## config.mk

```make
export PLATFORM = sky130hd
export DESIGN_NAME = voice_ctl_regs
export DESIGN_NICKNAME = d
export VERILOG_FILES = /design/src/rtl/voice_ctl_regs.sv
export SDC_FILE = /design/constraint.sdc
export NUM_CORES = 1
export LEC_CHECK = 0
export ABC_AREA = 0
export BUFFER_PORTS_ARGS = -buffer_cell sky130_fd_sc_hd__buf_2
export CORE_ASPECT_RATIO = 1.2
export CORE_UTILIZATION = 46
export DETAILED_ROUTE_END_ITERATION = 8
export PLACE_DENSITY = 0.76
export SETUP_SLACK_MARGIN = 0.3
export SKIP_CTS_REPAIR_TIMING = 1
export SYNTH_ARGS = -nofsm -noshare
export SYNTH_HDL_FRONTEND = slang
export SYNTH_SLANG_ARGS = --single-unit
```

## constraint.sdc

```tcl
create_clock -name clk -period 2 [get_ports clk]
set_clock_uncertainty 0.2 [all_clocks]
set_input_delay 0.4 -clock clk [delete_from_list [all_inputs] [get_ports clk]]
set_output_delay 0.4 -clock clk [all_outputs]
set_load 0.02 [all_outputs]
```

## src/rtl/voice_ctl_regs.sv

```systemverilog
`timescale 1ns/1ps
module voice_ctl_regs #(
  parameter int NCH = 32,
  parameter int DW  = 32,
  parameter int AW  = 8,
  parameter logic [AW-1:0] OFS_START = 8'h80,
  parameter logic [AW-1:0] OFS_STOP  = 8'h84,
  parameter logic [AW-1:0] OFS_DLY   = 8'h88,
  parameter logic [AW-1:0] OFS_SGN   = 8'h8C,
  parameter logic [AW-1:0] OFS_BUF   = 8'h94
) (
  input  logic           clk,
  input  logic           rst_n,
  input  logic [AW-1:0]  bus_addr,
  input  logic           bus_we,
  input  logic [DW-1:0]  bus_wdata,
  output logic [DW-1:0]  bus_rdata,
  input  logic [NCH-1:0] eng_dly_set,
  input  logic [NCH-1:0] eng_dly_clr,
  input  logic [NCH-1:0] eng_sgn_upd,
  input  logic [NCH-1:0] eng_sgn_val,
  output logic [NCH-1:0] start_pulse,
  output logic [NCH-1:0] stop_pulse,
  output logic [NCH-1:0] flip_pulse,
  output logic [NCH-1:0] buf_sel
);
  logic [NCH-1:0] run_q, dly_q, sgn_q, buf_q;
  logic [NCH-1:0] wbits;
  logic [NCH-1:0] wr_start, wr_stop, wr_dly, wr_sgn, wr_buf;

  assign wbits    = bus_wdata[NCH-1:0];
  assign wr_start = (bus_we && bus_addr == OFS_START) ? wbits : '0;
  assign wr_stop  = (bus_we && bus_addr == OFS_STOP)  ? wbits : '0;
  assign wr_dly   = (bus_we && bus_addr == OFS_DLY)   ? wbits : '0;
  assign wr_sgn   = (bus_we && bus_addr == OFS_SGN)   ? wbits : '0;
  assign wr_buf   = (bus_we && bus_addr == OFS_BUF)   ? wbits : '0;

  always_comb begin
    case (bus_addr)
      OFS_START, OFS_STOP: bus_rdata = DW'(run_q);
      OFS_DLY:             bus_rdata = DW'(dly_q);
      OFS_SGN:             bus_rdata = DW'(sgn_q);
      OFS_BUF:             bus_rdata = DW'(buf_q);
      default:             bus_rdata = '0;
    endcase
  end

  always_ff @(posedge clk or negedge rst_n) begin
    if (!rst_n) begin
      run_q       <= '0;
      dly_q       <= '0;
      sgn_q       <= '0;
      buf_q       <= '0;
      start_pulse <= '0;
      stop_pulse  <= '0;
      flip_pulse  <= '0;
    end else begin
      run_q       <= (run_q | wr_start) & ~wr_stop;
      dly_q       <= ~wr_stop & ((dly_q & ~eng_dly_clr) | eng_dly_set | wr_dly);
      sgn_q       <= ~wr_stop & (wr_sgn | (eng_sgn_upd & eng_sgn_val) | (~eng_sgn_upd & sgn_q));
      buf_q       <= ~wr_stop & (buf_q ^ wr_buf);
      start_pulse <= wr_start;
      stop_pulse  <= wr_stop;
      flip_pulse  <= wr_buf;
    end
  end

  assign buf_sel = buf_q;
endmodule

```

==> report_table.html <==
<table>
<tr><th>Metric</th><th>Value</th></tr>
<tr><th colspan="2">Drt</th></tr>
<tr><td>Post-detailed-routing wire length</td><td>38810 um</td></tr>
<tr><td>Post-detailed-route via-to-cell ratio</td><td>around 6.1</td></tr>
<tr><td>First-iteration detailed-routing DRC count</td><td>796</td></tr>
<tr><td>Length of the first detailed-routing pass in iterations</td><td>7</td></tr>
<tr><td># DRC</td><td>47</td></tr>
<tr><td>Antenna violation net count after detailed routing</td><td>0</td></tr>
<tr><td>WL per Instance</td><td>around 24 um</td></tr>
<tr><td>Vias after detailed routing</td><td>approximately 10000</td></tr>
<tr><th colspan="2">Worst setup path</th></tr>
<tr><td>Peak per-stage delay on the critical path</td><td>slightly below 0.6 ns</td></tr>
<tr><td>Type of destination of the critical path</td><td>output port</td></tr>
<tr><td>Setup crit start kind</td><td>input pin</td></tr>
<tr><td>Number of buffers and inverters on the critical path</td><td>3</td></tr>
<tr><td>Arrival time worst endpoint</td><td>1.87 ns</td></tr>
<tr><td>Slowest stage cell, crit path</td><td>or4b_4</td></tr>
<tr><td>Required time reported for the critical path endpoint</td><td>1.40 ns</td></tr>
<tr><td>Crit path cell chain</td><td>buf_8 &gt; or4b_4 &gt; buf_12 &gt; a211oi_2 &gt; a221o_1 &gt; buf_2</td></tr>
<tr><td>Crit Path Class</td><td>input pin to output port</td></tr>
<tr><td>Critical path's top delay family</td><td>simple AND/OR/NAND/NOR gates</td></tr>
<tr><td>Critical path peak fanout</td><td>30</td></tr>
<tr><th colspan="2">Finish</th></tr>
<tr><td>Number of antenna repair diodes</td><td>0</td></tr>
<tr><td>Most common cell after layout, fill and taps aside</td><td>buf_2</td></tr>
<tr><td>Final std cell area, no fill</td><td>between 15000 and 20000 um^2</td></tr>
<tr><td>Layout overhead on the synthesized area</td><td>56.14%</td></tr>
<tr><td>Fill cells</td><td>around 1400</td></tr>
<tr><td>Proportion of layout cells with a drive suffix above 1</td><td>53.14%</td></tr>
<tr><td>Final net count</td><td>1506</td></tr>
<tr><td>Final core area utilization</td><td>~74%</td></tr>
<tr><td>Commonest cells after routing, fill and taps aside</td><td>buf_2, dfrtp_1, buf_4, nand4_1, a22oi_2</td></tr>
<tr><th colspan="2">Clocking</th></tr>
<tr><td>H-tree depth reported by CTS</td><td>1</td></tr>
<tr><td>Clock tree from TritonCTS</td><td>done</td></tr>
<tr><td>Inserted Clock Buffers</td><td>24</td></tr>
<tr><td>Clk pin slew, worst setup/hold paths</td><td>0.06 ns</td></tr>
<tr><td>Worst-skew pair later-pin latency</td><td>0.51 ns</td></tr>
<tr><td>Number of buffers between clock root and the deepest sink</td><td>3</td></tr>
<tr><td>Number of sinks handled by clock tree synthesis</td><td>approximately 220</td></tr>
<tr><td>Root buf cell</td><td>clkbuf_16</td></tr>
<tr><th colspan="2">STA</th></tr>
<tr><td>Number of setup violations in the final report</td><td>between 100 and 150</td></tr>
<tr><td>Final period demand of the worst path</td><td>2.474 ns</td></tr>
<tr><td>Max Slew Vio Count</td><td>0</td></tr>
<tr><td>Pin slew with the least headroom to its limit</td><td>roughly 0.52 ns</td></tr>
<tr><td>Final worst path period share</td><td>123.7%</td></tr>
<tr><td>Sum of negative setup slack</td><td>-22.10 ns</td></tr>
<tr><td>Unrepaired setup endpoints after global routing</td><td>yes</td></tr>
<tr><td>Hold WS</td><td>-0.01510 ns</td></tr>
<tr><td>Final number of hold-violating endpoints</td><td>14</td></tr>
<tr><td>Post-route setup slack</td><td>-0.4744 ns</td></tr>
<tr><td>Achievable Freq</td><td>404.1 MHz</td></tr>
<tr><td>Max-slew headroom</td><td>between 60 and 70%</td></tr>
<tr><th colspan="2">Status</th></tr>
<tr><td>Result of the run</td><td>finished with violations</td></tr>
<tr><td>Violations in the final reports</td><td>DRC, hold timing, setup timing</td></tr>
<tr><th colspan="2">Die</th></tr>
<tr><td>Die height</td><td>165.8 um</td></tr>
<tr><td>Overall die area</td><td>about 23000 um^2</td></tr>
<tr><td>Ports placed on the boundary</td><td>between 300 and 400</td></tr>
<tr><td>Die outline width</td><td>approximately 140 um</td></tr>
<tr><td>Cell Rows</td><td>59</td></tr>
<tr><td>Starting utilization of the core area</td><td>47.23%</td></tr>
<tr><td>Core Area</td><td>around 22000 um^2</td></tr>
<tr><th colspan="2">Synth</th></tr>
<tr><td>Post-synthesis net count</td><td>1106</td></tr>
<tr><td>Post-synth design cell area</td><td>roughly 10000 um^2</td></tr>
<tr><td>Average cell area after synthesis</td><td>~11 um^2</td></tr>
<tr><td>Yosys warning total</td><td>0</td></tr>
<tr><td>Synth cell types</td><td>30</td></tr>
<tr><td>Portion of the post-synthesis area used by sequential elements</td><td>between 50% and 60%</td></tr>
<tr><td>FF+latch count, synth</td><td>224</td></tr>
<tr><td>Syn Inst Count</td><td>935</td></tr>
<tr><th colspan="2">GRT</th></tr>
<tr><td>Number of global-route vias before repair</td><td>just over 9000</td></tr>
<tr><td>First-pass GRT wire length</td><td>a little over 50000 um</td></tr>
<tr><td>Number of antenna violations at the first check in global routing</td><td>2</td></tr>
<tr><td>Maximum number of pins on one net before global-route repair</td><td>58</td></tr>
<tr><td>Overall overflow remaining after global route</td><td>0</td></tr>
<tr><td>Total routing resource utilization after global routing</td><td>between 20% and 30%</td></tr>
<tr><th colspan="2">Pwr</th></tr>
<tr><td>Cell Pwr Density</td><td>686.5 nW/um^2</td></tr>
<tr><td>Post-route total power</td><td>approximately 11 mW</td></tr>
<tr><td>Worst-case vdd ir drop</td><td>a little over 700 uV</td></tr>
<tr><td>Leakage component of the power</td><td>between 7 and 8 nW</td></tr>
<tr><th colspan="2">Flow run</th></tr>
<tr><td>Reported max-cap violation count</td><td>0</td></tr>
<tr><th colspan="2">Placed design</th></tr>
<tr><td>Gpl congestion</td><td>roughly 0.79</td></tr>
<tr><td>Area of placed instances</td><td>approximately 13000 um^2</td></tr>
<tr><td>Number of port buffers</td><td>330</td></tr>
<tr><td>Detailed placement HPWL</td><td>roughly 22000 um</td></tr>
<tr><th colspan="2">Worst hold path</th></tr>
<tr><td>Worst min-delay path class</td><td>input pin to register</td></tr>
</table>
[flip-flops by register name, summed over array words and instances (netlist names)]
name	count
run_q	32
sgn_q	32
buf_sel	32
dly_q	32
stop_pulse	32
start_pulse	32
flip_pulse	32
[power breakdown]
group	total, mW	internal [mW]	switching (mW)	leakage [nW]
sequential	4.86	4.71	0.147	2.92
clock	4.86	3.01	1.85	0.435
combinational	1.31	0.572	0.737	4.16
total	11.0	8.30	2.73	7.51
[Yosys cell counts]
library cell	count	area, um^2
a211oi_1	32	240.2
a21oi_1	32	160.2
a221o_1	32	320.3
a22oi_1	64	480.5
a2bb2oi_1	32	280.3
a31oi_1	32	200.2
a41oi_1	32	280.3
and2_0	2	12.51
and2_1	64	400.4
and3_1	1	6.260
buf_1	2	7.510
buf_2	22	110.1
buf_4	13	97.59
buf_6	4	45.04
clkbuf_1	81	304.0
dfrtp_1	224	5605
inv_1	32	120.1
mux2i_1	32	320.3
nand2_1	33	123.9
nand2b_1	32	200.2
nand3_1	32	160.2
nand4_1	64	400.4
nor3_1	2	10.01
nor3_2	31	310.3
nor4_2	1	12.51
nor4b_2	2	30.03
nor4bb_1	2	20.02
or2_2	1	6.260
or4_1	1	7.510
or4b_4	1	13.76
[path summary, 6_finish.rpt]
path,start,to,slack [ns],cells after the start
min,eng_dly_set[6],dly_q[6],-0.02,3
max reg2reg,sgn_q[6],sgn_q[6],0.48,3
min reg2reg,buf_sel[5],buf_sel[5],0.32,1
max,bus_addr[0],bus_rdata[25],-0.47,6
max in group asynchronous,rst_n,buf_sel[7],0.81,3
min in group asynchronous,rst_n,flip_pulse[27],0.20,2
[metrics by stage]
step / setup WS, ns / std cells
after floorplan: -0.2537 / 935
after global placement: -0.4777 / 1500
after detailed placement: -0.4711 / 1500
after CTS: -0.4740 / 1544
after global routing: -0.5028 / 1627
final: -0.4744 / 1627
[worst reg2reg max path: cells and delay by family (launching register included)]
family | cells | cell delay [ns]
DFF | 1 | 0.39
AOI/OAI and AO/OA | 1 | 0.05
muxes | 1 | 0.15
buffers and inverters | 1 | 0.60
[routing by layer]
metal  share of wire (%)  track usage [%]
met2                  49            47.27
met3                 7.5            4.441
met5               0.059                0
met1                  39            36.86
met4                 4.4            10.65
[cells by family (layout without fill, tap and decap cells)]
| logic type | count (synthesis) | in the layout | share of synthesized area [%] |
|---|---|---|---|
| AOI/OAI and AO/OA | 256 | 256 | 19.07 |
| buffers and inverters | 154 | 572 | 6.654 |
| and+or+nand+nor | 269 | 269 | 16.66 |
| DFF | 224 | 224 | 54.49 |
| muxes | 32 | 32 | 3.114 |
[area by class of cell]
| type | count | area [um^2] | share of cell area [%] |
|---|---|---|---|
| sequential | 224 | 5627 | 35.03 |
| inverter | 32 | 120.1 | 0.7479 |
| clock buffer | 34 | 719.4 | 4.480 |
| timing repair buffer | 496 | 3965 | 24.69 |
| multi-input combinational | 557 | 5136 | 31.98 |
| clock inverter | 10 | 150.1 | 0.9349 |
| tap | 274 | 342.8 | 2.135 |
Note: power is estimated with default switching activity, not from simulation.
